File: src/rtl/txr_pkg.sv
package txr_pkg;
   localparam int DW = 32;
   localparam int OFS_CTL = 0;
   localparam int OFS_LEN = 4;
   localparam int OFS_BUF = 8;

   typedef enum logic [3:0] {
      ST_IDLE,
      ST_RD_CTL,
      ST_CHK_CTL,
      ST_RD_LEN,
      ST_GET_LEN,
      ST_RD_BUF,
      ST_GET_BUF,
      ST_SEND,
      ST_RETURN
   } txr_state_e;
endpackage

File: src/rtl/txr_len_chk.sv
module txr_len_chk #(
   parameter int LEN_W   = 11,
   parameter int MIN_LEN = 60,
   parameter int MAX_LEN = 1536,
   parameter bit PAD_EN  = 1'b1
) (
   input  logic [LEN_W-1:0] raw_len,
   output logic             len_ok,
   output logic [LEN_W-1:0] eff_len
);
   localparam logic [LEN_W-1:0] MinL = LEN_W'(MIN_LEN);
   localparam logic [LEN_W-1:0] MaxL = LEN_W'(MAX_LEN);

   assign len_ok = (raw_len != '0) && (raw_len <= MaxL);

   generate
      if (PAD_EN) begin : g_pad
         assign eff_len = (raw_len < MinL) ? MinL : raw_len;
      end else begin : g_nopad
         assign eff_len = raw_len;
      end
   endgenerate
endmodule

File: src/rtl/txr_ptr_regs.sv
module txr_ptr_regs #(
   parameter int AW         = 32,
   parameter int DESC_BYTES = 16
) (
   input  logic          clk,
   input  logic          rst_n,
   input  logic          base_we,
   input  logic [AW-1:0] base_in,
   input  logic          idle,
   input  logic          advance,
   input  logic          wrap,
   output logic [AW-1:0] cur_ptr
);
   localparam logic [AW-1:0] Step = AW'(DESC_BYTES);
   localparam logic [AW-1:0] Mask = ~(Step - AW'(1));

   logic [AW-1:0] base_q, base_nxt, aligned;

   assign aligned  = base_in & Mask;
   assign base_nxt = base_we ? aligned : base_q;

   always_ff @(posedge clk or negedge rst_n) begin
      if (!rst_n) begin
         base_q  <= '0;
         cur_ptr <= '0;
      end else begin
         base_q <= base_nxt;
         if (advance)
            cur_ptr <= wrap ? base_nxt : cur_ptr + Step;
         else if (idle && base_we)
            cur_ptr <= aligned;
      end
   end

   p_step_r8: assert property (@(posedge clk) disable iff (!rst_n)
      advance && !wrap |=> cur_ptr == $past(cur_ptr) + Step);
   p_slot_kept_r10: assert property (@(posedge clk) disable iff (!rst_n)
      !advance && !idle |=> $stable(cur_ptr));
endmodule

File: src/rtl/txr_walk_fsm.sv
module txr_walk_fsm
   import txr_pkg::*;
#(
   parameter int AW      = 32,
   parameter int LEN_W   = 11,
   parameter int OWN_BIT = 31,
   parameter int EOR_BIT = 31,
   parameter int FS_BIT  = 29,
   parameter int LS_BIT  = 28
) (
   input  logic             clk,
   input  logic             rst_n,
   input  logic             poll,
   input  logic [AW-1:0]    cur_ptr,
   output logic             mem_req,
   output logic             mem_we,
   output logic [AW-1:0]    mem_addr,
   output logic [DW-1:0]    mem_wdata,
   input  logic [DW-1:0]    mem_rdata,
   output logic [LEN_W-1:0] raw_len,
   input  logic             len_ok,
   input  logic [LEN_W-1:0] eff_len,
   output logic             tx_valid,
   input  logic             tx_ready,
   output logic [LEN_W-1:0] tx_len,
   output logic [AW-1:0]    tx_addr,
   output logic             tx_first,
   output logic             tx_last,
   output logic             done,
   output logic             idle,
   output logic             advance,
   output logic             wrap
);
   txr_state_e    state;
   logic          pend;
   logic [DW-1:0] ctl_q;
   logic          eor_q, fs_q, ls_q;
   logic [AW-1:0] buf_q;
   logic          owned, restart;

   assign owned   = mem_rdata[OWN_BIT];
   assign restart = pend || poll;

   always_ff @(posedge clk or negedge rst_n) begin
      if (!rst_n) begin
         state   <= ST_IDLE;
         pend    <= 1'b0;
         ctl_q   <= '0;
         raw_len <= '0;
         eor_q   <= 1'b0;
         fs_q    <= 1'b0;
         ls_q    <= 1'b0;
         buf_q   <= '0;
      end else begin
         if (state == ST_CHK_CTL && !owned)
            pend <= 1'b0;
         else if (poll && state != ST_IDLE)
            pend <= 1'b1;
         unique case (state)
            ST_IDLE:    if (poll) state <= ST_RD_CTL;
            ST_RD_CTL:  state <= ST_CHK_CTL;
            ST_CHK_CTL: begin
               if (owned) begin
                  ctl_q <= mem_rdata;
                  state <= ST_RD_LEN;
               end else begin
                  state <= restart ? ST_RD_CTL : ST_IDLE;
               end
            end
            ST_RD_LEN:  state <= ST_GET_LEN;
            ST_GET_LEN: begin
               raw_len <= mem_rdata[LEN_W-1:0];
               eor_q   <= mem_rdata[EOR_BIT];
               fs_q    <= mem_rdata[FS_BIT];
               ls_q    <= mem_rdata[LS_BIT];
               state   <= ST_RD_BUF;
            end
            ST_RD_BUF:  state <= ST_GET_BUF;
            ST_GET_BUF: begin
               buf_q <= mem_rdata[AW-1:0];
               state <= len_ok ? ST_SEND : ST_RETURN;
            end
            ST_SEND:    if (tx_ready) state <= ST_RETURN;
            ST_RETURN:  state <= ST_RD_CTL;
            default:    state <= ST_IDLE;
         endcase
      end
   end

   always_comb begin
      mem_req  = 1'b0;
      mem_we   = 1'b0;
      mem_addr = cur_ptr + AW'(OFS_CTL);
      unique case (state)
         ST_RD_CTL: mem_req = 1'b1;
         ST_RD_LEN: begin mem_req = 1'b1; mem_addr = cur_ptr + AW'(OFS_LEN); end
         ST_RD_BUF: begin mem_req = 1'b1; mem_addr = cur_ptr + AW'(OFS_BUF); end
         ST_RETURN: begin mem_req = 1'b1; mem_we = 1'b1; end
         default: ;
      endcase
   end

   assign mem_wdata = ctl_q & ~(DW'(1) << OWN_BIT);
   assign tx_valid  = (state == ST_SEND);
   assign tx_len    = eff_len;
   assign tx_addr   = buf_q;
   assign tx_first  = fs_q;
   assign tx_last   = ls_q;
   assign done      = (state == ST_CHK_CTL) && !owned && !restart;
   assign idle      = (state == ST_IDLE);
   assign advance   = (state == ST_RETURN);
   assign wrap      = eor_q;

   p_start_r2: assert property (@(posedge clk) disable iff (!rst_n)
      idle && poll |=> mem_req && !mem_we);
   p_done_pulse_r3: assert property (@(posedge clk) disable iff (!rst_n)
      done |=> !done && !mem_req);
   p_tx_hold_r4: assert property (@(posedge clk) disable iff (!rst_n)
      tx_valid && !tx_ready |=> tx_valid && $stable(tx_len) && $stable(tx_addr));
   p_wb_owner_r7: assert property (@(posedge clk) disable iff (!rst_n)
      mem_req && mem_we |-> !mem_wdata[OWN_BIT]);
   p_no_skip_send_r6: assert property (@(posedge clk) disable iff (!rst_n)
      tx_valid |-> len_ok);
endmodule

File: src/rtl/txr_ring_walker.sv
module txr_ring_walker #(
   parameter int AW         = 32,
   parameter int LEN_W      = 11,
   parameter int MIN_LEN    = 60,
   parameter int MAX_LEN    = 1536,
   parameter int DESC_BYTES = 16,
   parameter bit PAD_EN     = 1'b1
) (
   input  logic             clk,
   input  logic             rst_n,
   input  logic             cfg_we,
   input  logic             cfg_sel,
   input  logic [AW-1:0]    cfg_wdata,
   output logic             mem_req,
   output logic             mem_we,
   output logic [AW-1:0]    mem_addr,
   output logic [31:0]      mem_wdata,
   input  logic [31:0]      mem_rdata,
   output logic             tx_valid,
   input  logic             tx_ready,
   output logic [LEN_W-1:0] tx_len,
   output logic [AW-1:0]    tx_addr,
   output logic             tx_first,
   output logic             tx_last,
   output logic             done
);
   generate
      if (MAX_LEN >= (1 << LEN_W) || MIN_LEN > MAX_LEN) begin : g_bad_len
         $error("txr_ring_walker: length limits do not fit LEN_W");
      end
      if (DESC_BYTES < 16 || (DESC_BYTES & (DESC_BYTES - 1)) != 0) begin : g_bad_desc
         $error("txr_ring_walker: DESC_BYTES must be a power of two >= 16");
      end
      if (AW > 32 || AW < 8) begin : g_bad_aw
         $error("txr_ring_walker: AW must lie in 8..32");
      end
   endgenerate

   logic             poll, base_we, idle, advance, wrap, len_ok;
   logic [AW-1:0]    cur_ptr;
   logic [LEN_W-1:0] raw_len, eff_len;

   assign poll    = cfg_we && cfg_sel;
   assign base_we = cfg_we && !cfg_sel;

   txr_ptr_regs #(.AW(AW), .DESC_BYTES(DESC_BYTES)) i_ptr (
      .clk(clk), .rst_n(rst_n), .base_we(base_we), .base_in(cfg_wdata),
      .idle(idle), .advance(advance), .wrap(wrap), .cur_ptr(cur_ptr));

   txr_len_chk #(.LEN_W(LEN_W), .MIN_LEN(MIN_LEN), .MAX_LEN(MAX_LEN), .PAD_EN(PAD_EN)) i_len (
      .raw_len(raw_len), .len_ok(len_ok), .eff_len(eff_len));

   txr_walk_fsm #(.AW(AW), .LEN_W(LEN_W)) i_fsm (
      .clk(clk), .rst_n(rst_n), .poll(poll), .cur_ptr(cur_ptr),
      .mem_req(mem_req), .mem_we(mem_we), .mem_addr(mem_addr),
      .mem_wdata(mem_wdata), .mem_rdata(mem_rdata),
      .raw_len(raw_len), .len_ok(len_ok), .eff_len(eff_len),
      .tx_valid(tx_valid), .tx_ready(tx_ready), .tx_len(tx_len),
      .tx_addr(tx_addr), .tx_first(tx_first), .tx_last(tx_last),
      .done(done), .idle(idle), .advance(advance), .wrap(wrap));

   p_len_range_r5: assert property (@(posedge clk) disable iff (!rst_n)
      tx_valid |-> (PAD_EN == 1'b0 || tx_len >= LEN_W'(MIN_LEN)) && tx_len <= LEN_W'(MAX_LEN));
endmodule

File: config.mk
export PLATFORM = sky130hd
export DESIGN_NAME = txr_ring_walker
export DESIGN_NICKNAME = d
export VERILOG_FILES = /design/src/rtl/txr_pkg.sv /design/src/rtl/txr_len_chk.sv /design/src/rtl/txr_ptr_regs.sv /design/src/rtl/txr_walk_fsm.sv /design/src/rtl/txr_ring_walker.sv
export SDC_FILE = /design/constraint.sdc
export NUM_CORES = 1
export LEC_CHECK = 0
export BUFFER_PORTS_ARGS = -buffer_cell sky130_fd_sc_hd__buf_2
export CORE_ASPECT_RATIO = 0.75
export CORE_MARGIN = 5
export CORE_UTILIZATION = 50
export CTS_CLUSTER_DIAMETER = 80
export DETAILED_ROUTE_END_ITERATION = 10
export PLACE_DENSITY = 0.75
export SYNTH_ARGS = -nofsm -noshare
export SYNTH_HDL_FRONTEND = slang
export SYNTH_SLANG_ARGS = --single-unit
File: constraint.sdc
create_clock -name clk -period 6.1 [get_ports clk]
set_input_delay 1.22 -clock clk [delete_from_list [all_inputs] [get_ports clk]]
set_output_delay 1.22 -clock clk [all_outputs]
set_load 0.005 [all_outputs]
======== After elaboration in Yosys (flattened, before gate mapping) ========
Index checks and enable logic that the tools add are counted.
word-level totals
  input port bits ......................... 69
  output and inout bits ................... 113
  bits in registers ....................... 146
  logic and storage cells ................. 60
operators by class
  eq/ne operators ......................... 10
  reduce and logical (&&, ||, !) cells .... 19
  muxes and demuxes ....................... 16
  $lt $le $gt $ge ......................... 2
  add/sub/neg operators ................... 3
operators with widths
  kind                   count
  $mux 32                4
  $pmux 32 s2            1
  $pmux 4 s9             1
  $add 32x3->32 const B  1
  $add 32x4->32 const B  1
  $add 32x5->32 const B  1
  $eq 4x3->1 const B     4
  $mux 4                 4
  $le 11x11->1 const B   1
  $lt 11x6->1 const B    1
  $mux 11                1
  $reduce_bool 11->1     1
  $eq 4x2->1 const B     2
  $logic_and 1x1->1      7
  $mux 1                 5
  $eq 4x1->1 const B     1
  $eq 4x4->1 const B     1
  $logic_not 4->1        1
  $ne 2x1->1 const B     2
  $reduce_and 2->1       2
  $reduce_bool 2->1      2
  $reduce_bool 4->1      1
  $reduce_or 4->1        1
  $logic_not 1->1        3
  $logic_or 1x1->1       1

======== Longest topological paths before layout ========
Gate-level depths: netlist of the first run.
  depth after elaboration ................. 5
  depth in mapped cells ................... 8

======== Cells and area by module ========
From an unflattened synthesis of the first run, not the netlist that was laid out.
unflattened totals
  cell total of the unflattened synthesis .. 734
  area, all modules ....................... 8005.2 um^2
modules (own cells, without submodules)
  module           area an instance (um^2)  cells an instance  times used
  txr_walk_fsm     4162.7                   344                1
  txr_ptr_regs     3688.5                   367                1
  txr_len_chk      137.6                    21                 1
  txr_ring_walker  16.3                     2                  1

======== Least setup slack after synthesis of the first run ========
No wires, ideal clock.
  path kind ............................... register to output
  start ................................... register i_ptr.cur_ptr[5]
  end ..................................... output port mem_addr[22]
  arrival time ............................ 1.778 ns
  required time ........................... 4.880 ns
  slack ................................... 3.102 ns
  stages on the path, launching flop included .. 7
  path through ............................ dfrtp_1 -> ha_1 -> nand4_1 -> nor4_4 -> nand2_2 -> nor2_1 -> xor2_1
between the ends
  cells in the longest elaborated chain, start to end .. 2
RTL lines
  what                                            line                                    text
  start, declared                                 txr_ptr_regs.sv:12                      output logic [AW-1:0] cur_ptr
  start signal, assigned                          txr_ptr_regs.sv:29                      cur_ptr <= wrap ? base_nxt : cur_ptr + Step;
  start signal, assigned                          txr_ptr_regs.sv:31                      cur_ptr <= aligned;
  $add 32x4->32 or $add 32x3->32 (tied branches)  txr_walk_fsm.sv:97, txr_walk_fsm.sv:96
  $pmux 32 s2 (*)                                 txr_walk_fsm.sv:94                      unique case (state)
  end, declared                                   txr_ring_walker.sv:16                   output logic [AW-1:0] mem_addr,
Every way passes the cells marked *; elsewhere a longest branch is shown, timed or not.

======== Worst setup path after layout of the first run ========
  start ................................... register i_fsm.state[0]
  end ..................................... output port mem_addr[6]
between the ends
  cells in the longest elaborated chain, start to end .. 2
RTL lines
  what                                      line                text
  start, declared                           txr_walk_fsm.sv:34  txr_state_e state;
  start signal, assigned                    txr_walk_fsm.sv:67  state <= restart ? ST_RD_CTL : ST_IDLE;
  start signal, assigned                    txr_walk_fsm.sv:81  state <= len_ok ? ST_SEND : ST_RETURN;
  $eq 4x3->1 or $eq 4x2->1 (tied branches)  txr_walk_fsm.sv:94
  $pmux 32 s2 (*)                           txr_walk_fsm.sv:94
Marked as above.

==> metrics.md, run 1 <==
| Metric | Value |
|---|---|
| Worst Hold End | `i_ptr.base_q[12]` |
| Detailed Routing Iterations Pass 1 | `5` |
| I/O Buffers | `between 150 and 200` |
| Layout cells sized above 1 | `between 30% and 40%` |
| Cell area reported after detailed placement | `around 8500 µm²` |
| Total number of nets in the final design | `roughly 960` |
| Portion of synthesized cell area occupied by the leading cell type | `~48%` |
| Die W | `between 150 and 200 µm` |
| Clock tree from TritonCTS | `yes` |
| Cell at the root of the clock tree | `sky130_fd_sc_hd__clkbuf_16` |
| Start-to-end type of the worst setup path | `reg -> out` |
| CP Launch Point | `i_fsm.state[0]` |
| Filler Cell Count | `about 1300` |
| Number of storage elements in the synthesis netlist | `between 100 and 150` |
| HPWL after DPL | `between 10000 and 15000 µm` |
| Fraction of the yosys area taken by sequential cells | `slightly below 50%` |
| Syn nets | `slightly above 800` |
| Clock tree skew after final layout | `around 0.0070 ns` |
| Die height | `117 µm` |
| Top-count cell post-synth | `sky130_fd_sc_hd__dfrtp_1` |
| Capturing element type of the critical path | `primary output` |
| Maximum buffer depth of the clock tree | `2` |
| Hold Path Stages | `2` |
| Clock Sink Count | `146` |
| Global-route wire length before repair | `32400 µm` |
| Clock input transition at the sequential cells of the worst setup and hold paths | `about 0.060 ns` |
| RePlAce Congestion | `0.916` |
| Clock insertion delay at the later pin of the skew report | `about 0.42 ns` |
| Reg2Reg Launch Point | `i_fsm.state[3]` |
| Avg Vias per Cell | `approximately 5.6` |
| Cell count after synthesis | `750` |
| Largest net degree at the start of global routing | `just over 100` |
| CTS resizes | `0` |
| Cts-stage hold buffer count | `0` |
| Max-cap violations | `0` |
| Avg Synthesized Cell Area | `about 10 µm²` |
| Number of buffers inserted during clock tree synthesis | `17` |
| Worst VDD drop | `between 0.0002 and 0.0003 V` |
| CTS HTree Levels | `4` |
| Cells on worst reg2reg path | `5` |
| Most common flop cell mapped by yosys | `sky130_fd_sc_hd__dfrtp_1` |
| Critical-path top delay cell | `sky130_fd_sc_hd__nor4bb_2` |
| Endpoints failing setup | `0` |
| Vias in the first global route | `6084` |
| Reg-to-reg critical path endpoint | `i_ptr.cur_ptr[20]` |
| Post-layout minimum cycle time | `around 4.3 ns` |
| Final sum of negative setup slack | `0 ns` |
| Routed length per instance | `~18 µm` |
| Area grow syn2layout | `19.7%` |
| Number of top-level pins | `between 150 and 200` |
| Global Route Usage Sum | `between 20% and 30%` |
| Yosys warning total | `0` |
| Startpoint type of the worst setup path | `flip-flop` |
| Synth area leader | `sky130_fd_sc_hd__dfrtp_1` |
| Part of the cycle the worst path needs | `between 70% and 80%` |
| Number of rows in the core area | `39` |
| Final routed DRC violation total | `0` |
| Critical path peak fanout | `15` |
| Starting density of the core | `about half` |
| Utilization of the core after routing | `between 60 and 70%` |
| Number of diodes | `0` |
| Number of distinct library cells after synthesis | `80` |
| Worst EP required | `around 4.9 ns` |
| Fin area | `between 9000 and 10000 µm²` |
| Status | `completed` |
| Setup repair after global routing missed its margin | `false` |
| Highest cell delay on the worst timing path | `approximately 0.96 ns` |
| Max-slew violation count | `0` |
| Starting DRC count in detailed routing | `531` |
| Register-to-Register Setup Slack | `~3.2 ns` |
| DR vias | `roughly 6200` |
| Die Outline Area | `about 18000 µm²` |
| Number of enable flip-flop cells after synthesis | `0` |
| Slew HR | `22.8%` |
| Final routed wirelength across all metal layers | `roughly 20000 µm` |
| Leading cell types by total area after synthesis | `sky130_fd_sc_hd__dfrtp_1 48%, sky130_fd_sc_hd__mux2_2 12%, sky130_fd_sc_hd__nand2_1 5.5%` |
| Post-CTS repair timing setup buffer count | `0` |
| Final hold violation count | `0` |
| Data arrival at the endpoint of the critical path | `about 3 ns` |
| Areal power density over the cells | `approximately 490 nW/µm²` |
| Cell chain of the critical path | `nor4bb_2 -> a22o_1 -> nand2_1 -> xnor2_1 -> buf_2` |
| Mapped Area | `approximately 7600 µm²` |
| Overall overflow remaining after global route | `0` |
| Ranking of synthesized cells by instance count | `146 x sky130_fd_sc_hd__dfrtp_1, 112 x sky130_fd_sc_hd__nand2_1, 79 x sky130_fd_sc_hd__mux2_2` |
| Number of antenna violations at the first check in global routing | `0` |
| Fmax | `between 200 and 250 MHz` |
| FFs w/ async S/R, synth | `100%` |
| Post-detailed-route count of antenna-violating nets | `0` |
| Hold crit path type | `reg -> reg` |
| Area of the core | `~15000 µm²` |
| LEAKAGE | `about 4 nW` |
| Min-delay src | `i_ptr.base_q[12]` |
| Slew @ Worst Pin | `between 1 and 1.5 ns` |
==> kinds of logic (layout without fill, tap and decap cells) <==
kind of cell	after synthesis	in the layout	share of synthesized area (%)
XOR/XNOR	37	37	4.26
adder cells (fa/ha/maj)	3	3	0.494
other	1	1	0.0493
AND/OR/NAND/NOR	270	270	18.0
multiplexers	82	82	12.1
AO/OA/AOI/OAI	142	142	12.7
flip-flops	146	146	48.0
buffers and inverters	69	222	4.44
==> cells in the final DEF, fill, tap and decap left out, drive strengths merged, types with 5 or more instances in the layout <==
| cell type | synthesis | layout |
|---|---|---|
| a211oi | 8 | 8 |
| a21oi | 31 | 31 |
| a22o | 8 | 8 |
| a31oi | 7 | 7 |
| and2 | 7 | 7 |
| buf | 38 | 180 |
| clkbuf | 21 | 17 |
| clkinv | 1 | 5 |
| dfrtp | 146 | 146 |
| inv | 9 | 15 |
| mux2 | 79 | 79 |
| nand2 | 113 | 113 |
| nand2b | 8 | 8 |
| nand3 | 16 | 16 |
| nand4 | 14 | 14 |
| nor2 | 49 | 49 |
| nor3 | 24 | 24 |
| nor4 | 12 | 12 |
| o21ai | 33 | 33 |
| o22a | 9 | 9 |
| o22ai | 7 | 7 |
| o31ai | 6 | 6 |
| or3 | 7 | 7 |
| xnor2 | 19 | 19 |
| xor2 | 18 | 18 |
==> report_power, final <==
part           internal [W]  switching [W]
registers           0.00136       0.000415
clock network      0.000615       0.000441
logic              0.000846       0.000807
==> sequential cells by signal (all words and copies together) (netlist names), 4 cells and up <==
signal,count
i_fsm.tx_addr,32
i_ptr.base_q,32
i_ptr.cur_ptr,32
i_fsm.ctl_q,31
i_fsm.raw_len,11
i_fsm.state,4
==> how the worst max path moves through the flow <==
stage | end | slack (ns) | cells after the start
3_3_place_gp | mem_addr[8] | 2.32 | 5
5_1_grt | mem_addr[8] | 1.50 | 5
4_1_cts | mem_addr[8] | 1.84 | 5
3_5_place_dp | mem_addr[8] | 2.30 | 5
2_1_floorplan | mem_addr[22] | 3.10 | 6
6_report | mem_addr[6] | 1.81 | 5
==> critical path, delay by kind of cell (launching register included) <==
kind	cells	cell delay (ns)
buffers and inverters	1	0.18
XOR/XNOR	1	0.31
AND/OR/NAND/NOR	2	1.07
flip-flops	1	0.62
AO/OA/AOI/OAI	1	0.46
==> metal layers <==
| layer | global-route usage (%) | routed length, µm | share of wire, % |
|---|---|---|---|
| met5 | 0 | 0 | 0 |
| met4 | 6.29 | 369 | 1.8 |
| met3 | 6.03 | 1480 | 7.4 |
| met2 | 34.7 | 9100 | 45 |
| met1 | 32.6 | 9090 | 45 |
==> metrics by stage <==
stage	hold slack, ns	instances	setup WS [ns]	total power, W
3_5_place_dp	0.456	1076	2.30	0.00344
6_report	0.468	1108	1.81	0.00448
3_3_place_gp	0.444	1076	2.32	0.00338
5_1_grt	0.482	1108	1.50	0.00477
4_1_cts	0.470	1108	1.84	0.00452
2_1_floorplan	0.427	750	3.10	0.00277
==> area by class of cell <==
cell class	count	area [µm²]	area share, %
clock inverters	15	175	1.92
well taps	205	256	2.82
flip-flops and latches	146	3650	40.1
clock buffers	17	425	4.67
multi-input cells	535	3640	40.0
inverters	10	37.5	0.412
repair buffers	180	917	10.1
Note: power is estimated with default switching activity, not from simulation.
==> inputs of run 2 (changes only) <==
--- a/config.mk
+++ b/config.mk
@@ -5,6 +5,7 @@
 export SDC_FILE = /design/constraint.sdc
 export NUM_CORES = 1
 export LEC_CHECK = 0
+export ABC_AREA = 1
 export BUFFER_PORTS_ARGS = -buffer_cell sky130_fd_sc_hd__buf_2
 export CORE_ASPECT_RATIO = 0.75
 export CORE_MARGIN = 5
==> constraint.sdc (replaced) <==
create_clock -name clk -period 4.4 [get_ports clk]
set_input_delay 0.88 -clock clk [delete_from_list [all_inputs] [get_ports clk]]
set_output_delay 0.88 -clock clk [all_outputs]
set_load 0.005 [all_outputs]
==> metrics.md, run 2 <==
| Metric | Value |
|---|---|
| Register-to-Register Setup Slack | `1.53 ns (was 3.17 ns)` |
| Final routed DRC violation total | `0 (unchanged)` |
| Final routed wirelength across all metal layers | `22600 µm (was 20000 µm)` |
| CTS HTree Levels | `4 (unchanged)` |
| Post-detailed-route count of antenna-violating nets | `0 (unchanged)` |
| Capturing element type of the critical path | `primary output (unchanged)` |
| Global routing met3 resource utilization | `6.10% (was 6.03%)` |
| Final sum of negative setup slack | `0 ns (unchanged)` |
| Status | `completed (unchanged)` |
| Endpoints failing setup | `0 (unchanged)` |
| Startpoint type of the worst setup path | `flip-flop (unchanged)` |
| Portion of synthesized cell area occupied by the leading cell type | `46.6% (was 48.0%)` |
| Adder and majority gate portion of the synthesized area | `0.479% (was 0.494%)` |
| Setup repair after global routing missed its margin | `false (unchanged)` |
| Mapped Area | `7840 µm² (was 7600 µm²)` |
| Global Route Usage Sum | `24.9% (was 22.8%)` |
| Critical path peak fanout | `6 (was 15)` |
| Utilization of the core after routing | `61.2% (was 60.4%)` |
| Part of the cycle the worst path needs | `between 70 and 80%` |
| Synthesized-area fraction occupied by ao, oa, aoi and oai cells | `13.9% (was 12.7%)` |
| Die Outline Area | `18300 µm² (was 17800 µm²)` |
| Worst EP required | `3.52 ns (was 4.88 ns)` |
| Worst VDD drop | `0.000370 V (was 0.000269 V)` |
| Maximum buffer depth of the clock tree | `2 (unchanged)` |
| Cts-stage hold buffer count | `0 (unchanged)` |
| Number of buffers inserted during clock tree synthesis | `17 (unchanged)` |
| Clock input transition at the sequential cells of the worst setup and hold paths | `0.06 ns (about the same)` |
| Max-slew violation count | `0 (unchanged)` |
| Xor-xnor portion of the synthesized cell area | `1.68% (was 4.26%)` |
| Worst-case setup margin in the final layout | `1.01 ns (was 1.81 ns)` |
| LEAKAGE | `4.93 nW (was 4.10 nW)` |
| Ranking of synthesized cells by instance count | `350 x sky130_fd_sc_hd__nand2_1, 146 x sky130_fd_sc_hd__dfrtp_1, 107 x sky130_fd_sc_hd__inv_1 (was 146 x sky130_fd_sc_hd__dfrtp_1, 112 x sky130_fd_sc_hd__nand2_1, 79 x sky130_fd_sc_hd__mux2_2)` |
| Slew @ Worst Pin | `0.992 ns (was 1.15 ns)` |
| Layout cells sized above 1 | `20.6% (was 35.2%)` |
| Overall overflow remaining after global route | `0 (unchanged)` |
| Fraction of the yosys area taken by sequential cells | `46.6% (was 48.0%)` |
| Number of rows in the core area | `39 (unchanged)` |
| GR peak layer | `met1 (was met2)` |
| Global-route track usage on met1 | `37.6% (was 32.6%)` |
| Syn nets | `1136 (was 822)` |
| Clock tree skew after final layout | `0.00921 ns (was 0.00700 ns)` |
| Worst Hold Margin | `0.463 ns (was 0.468 ns)` |
| Fmax | `295 MHz` |
| Avg Vias per Cell | `5.30 (was 5.62)` |
| RePlAce Congestion | `1.02 (was 0.916)` |
| Die W | `155 µm (was 152 µm)` |
| Hold crit path type | `reg -> reg (unchanged)` |
| Number of antenna violations at the first check in global routing | `1 (was 0)` |
| Global-route wire length before repair | `36900 µm (was 32400 µm)` |
| Slew HR | `33.7% (was 22.8%)` |
| Total number of nets in the final design | `1289 (was 962)` |
| Areal power density over the cells | `661 nW/µm² (was 492 nW/µm²)` |
| Starting DRC count in detailed routing | `771 (was 531)` |
| Commonest cells after routing, fill and taps aside | `350 x sky130_fd_sc_hd__nand2_1, 175 x sky130_fd_sc_hd__buf_2, 146 x sky130_fd_sc_hd__dfrtp_1, 107 x sky130_fd_sc_hd__inv_1, 93 x sky130_fd_sc_hd__o21ai_0 (was 175 x sky130_fd_sc_hd__buf_2, 146 x sky130_fd_sc_hd__dfrtp_1, 112 x sky130_fd_sc_hd__nand2_1, 79 x sky130_fd_sc_hd__mux2_2, 47 x sky130_fd_sc_hd__nor2_1)` |
| Clock tree from TritonCTS | `yes (unchanged)` |
| HPWL after DPL | `16400 µm (was 14300 µm)` |
| Data arrival at the endpoint of the critical path | `2.51 ns (was 3.07 ns)` |
| Share of synthesized area spent on multiplexers | `0.128% (was 12.1%)` |
| Overall power consumption | `0.00620 W (was 0.00448 W)` |
| Number of enable flip-flop cells after synthesis | `0 (unchanged)` |
| Final hold violation count | `0 (unchanged)` |
| Vias in the first global route | `7039 (was 6084)` |
| Die height | `118 µm (was 117 µm)` |
| Avg Synthesized Cell Area | `7.36 µm² (was 10.1 µm²)` |
| FFs w/ async S/R, synth | `100% (unchanged)` |
| Post-CTS repair timing setup buffer count | `0 (unchanged)` |
| Largest family of logic cells by synthesized area | `simple AND/OR/NAND/NOR gates (unchanged)` |
| Cell at the root of the clock tree | `sky130_fd_sc_hd__clkbuf_16 (unchanged)` |
| DR vias | `7609 (was 6228)` |
| Detailed Routing Iterations Pass 1 | `5 (unchanged)` |
| Most common cell after layout, fill and taps aside | `sky130_fd_sc_hd__nand2_1 (was sky130_fd_sc_hd__buf_2)` |
| Post-layout minimum cycle time | `3.39 ns` |
| Area of the core | `15300 µm² (was 15100 µm²)` |
| Synth area leader | `sky130_fd_sc_hd__dfrtp_1 (unchanged)` |
| Simple-gate portion of the synthesized area | `28.4% (was 17.9%)` |
| Clock insertion delay at the later pin of the skew report | `0.41 ns (was 0.42 ns)` |
| Leading cell types by total area after synthesis | `sky130_fd_sc_hd__dfrtp_1 47%, sky130_fd_sc_hd__nand2_1 17%, sky130_fd_sc_hd__o21ai_0 5.9% (was sky130_fd_sc_hd__dfrtp_1 48%, sky130_fd_sc_hd__mux2_2 12%, sky130_fd_sc_hd__nand2_1 5.5%)` |
| GR Util met2 | `35.7% (was 34.7%)` |
| Largest net degree at the start of global routing | `84 (was 101)` |
| Start-to-end type of the worst setup path | `reg -> out (unchanged)` |
| Max-cap violations | `0 (unchanged)` |
| I/O Buffers | `176 (unchanged)` |
| CTS resizes | `0 (unchanged)` |
| Area grow syn2layout | `19.7% (about the same)` |
| Number of storage elements in the synthesis netlist | `146 (unchanged)` |
| Routed length per instance | `15.8 µm (was 18.1 µm)` |
| Cell count after synthesis | `1064 (was 750)` |
| Starting density of the core | `51.1% (was 50.4%)` |
| Placement Setup Slack | `1.51 ns (was 2.30 ns)` |
| Clock Sink Count | `146 (unchanged)` |
| Number of distinct library cells after synthesis | `38 (was 80)` |
| Top-count cell post-synth | `sky130_fd_sc_hd__nand2_1 (was sky130_fd_sc_hd__dfrtp_1)` |
| Number of top-level pins | `182 (unchanged)` |
| Yosys warning total | `0 (unchanged)` |
| Most common flop cell mapped by yosys | `sky130_fd_sc_hd__dfrtp_1 (unchanged)` |
[run 2: cells by family after synthesis]
kind of cell,Yosys count
AOI/OAI and AO/OA,202
xor gates and xnor gates,15
adders and majority gates,3
buffers and inverters,168
DFF,146
muxes,1
other,1
and+or+nand+nor,528
[run 2: layer usage]
| metal | up-vias | routed length, µm |
|---|---|---|
| met1 | 3553 | 10500 |
| met5 | - | 0 |
| li1 | 3714 | - |
| met4 | 0 | 384 |
| met3 | 30 | 2070 |
| met2 | 312 | 9730 |
[run 2: final cells by class]
class	count	area, µm²
fillers	1401	5940
flip-flops and latches	146	3650
multi-input cells	750	3490
repair buffers	181	937
inverters	121	454
clock buffers	19	453
well taps	205	256
clock inverters	13	129
diodes	2	5.00
[run 2: path summary, 6_finish.rpt]
path	start	end	cells past startpoint
max	i_ptr.cur_ptr[4]	mem_addr[18]	10
min reg2reg	i_ptr.base_q[0]	i_ptr.base_q[0]	2
max reg2reg	i_fsm.state[0]	i_ptr.cur_ptr[21]	8
min	i_ptr.base_q[0]	i_ptr.base_q[0]	2
max in group asynchronous	rst_n	i_ptr.base_q[14]	2
min in group asynchronous	rst_n	i_fsm.tx_addr[16]	1
[run 2: worst max-delay path, stage by stage, from the launching register on]
cell and delay (ns):
sky130_fd_sc_hd__dfrtp_1 0.44, sky130_fd_sc_hd__ha_1 0.28, sky130_fd_sc_hd__inv_1 0.08, sky130_fd_sc_hd__nor2_1 0.22, sky130_fd_sc_hd__nand2_1 0.13, sky130_fd_sc_hd__nor2_1 0.17, sky130_fd_sc_hd__nand3_1 0.09, sky130_fd_sc_hd__nand2_1 0.26
sky130_fd_sc_hd__a21oi_1 0.11, sky130_fd_sc_hd__a21oi_1 0.17, sky130_fd_sc_hd__buf_2 0.14
[run 2: power by group]
| group | switching, W | leakage [nW] | internal (W) |
|---|---|---|---|
| Sequential | 0.000478 | 1.79 | 0.00186 |
| Clock | 0.000601 | 0.279 | 0.000819 |
| Combinational | 0.00150 | 2.86 | 0.000946 |
| Total | 0.00257 | 4.93 | 0.00363 |
[run 2: stage by stage]
step | std cells | cell area (µm²)
2_1_floorplan | 1064 | 7840
6_report | 1437 | 9380
3_3_place_gp | 1403 | 8790
5_1_grt | 1436 | 9380
3_5_place_dp | 1403 | 8790
4_1_cts | 1435 | 9380
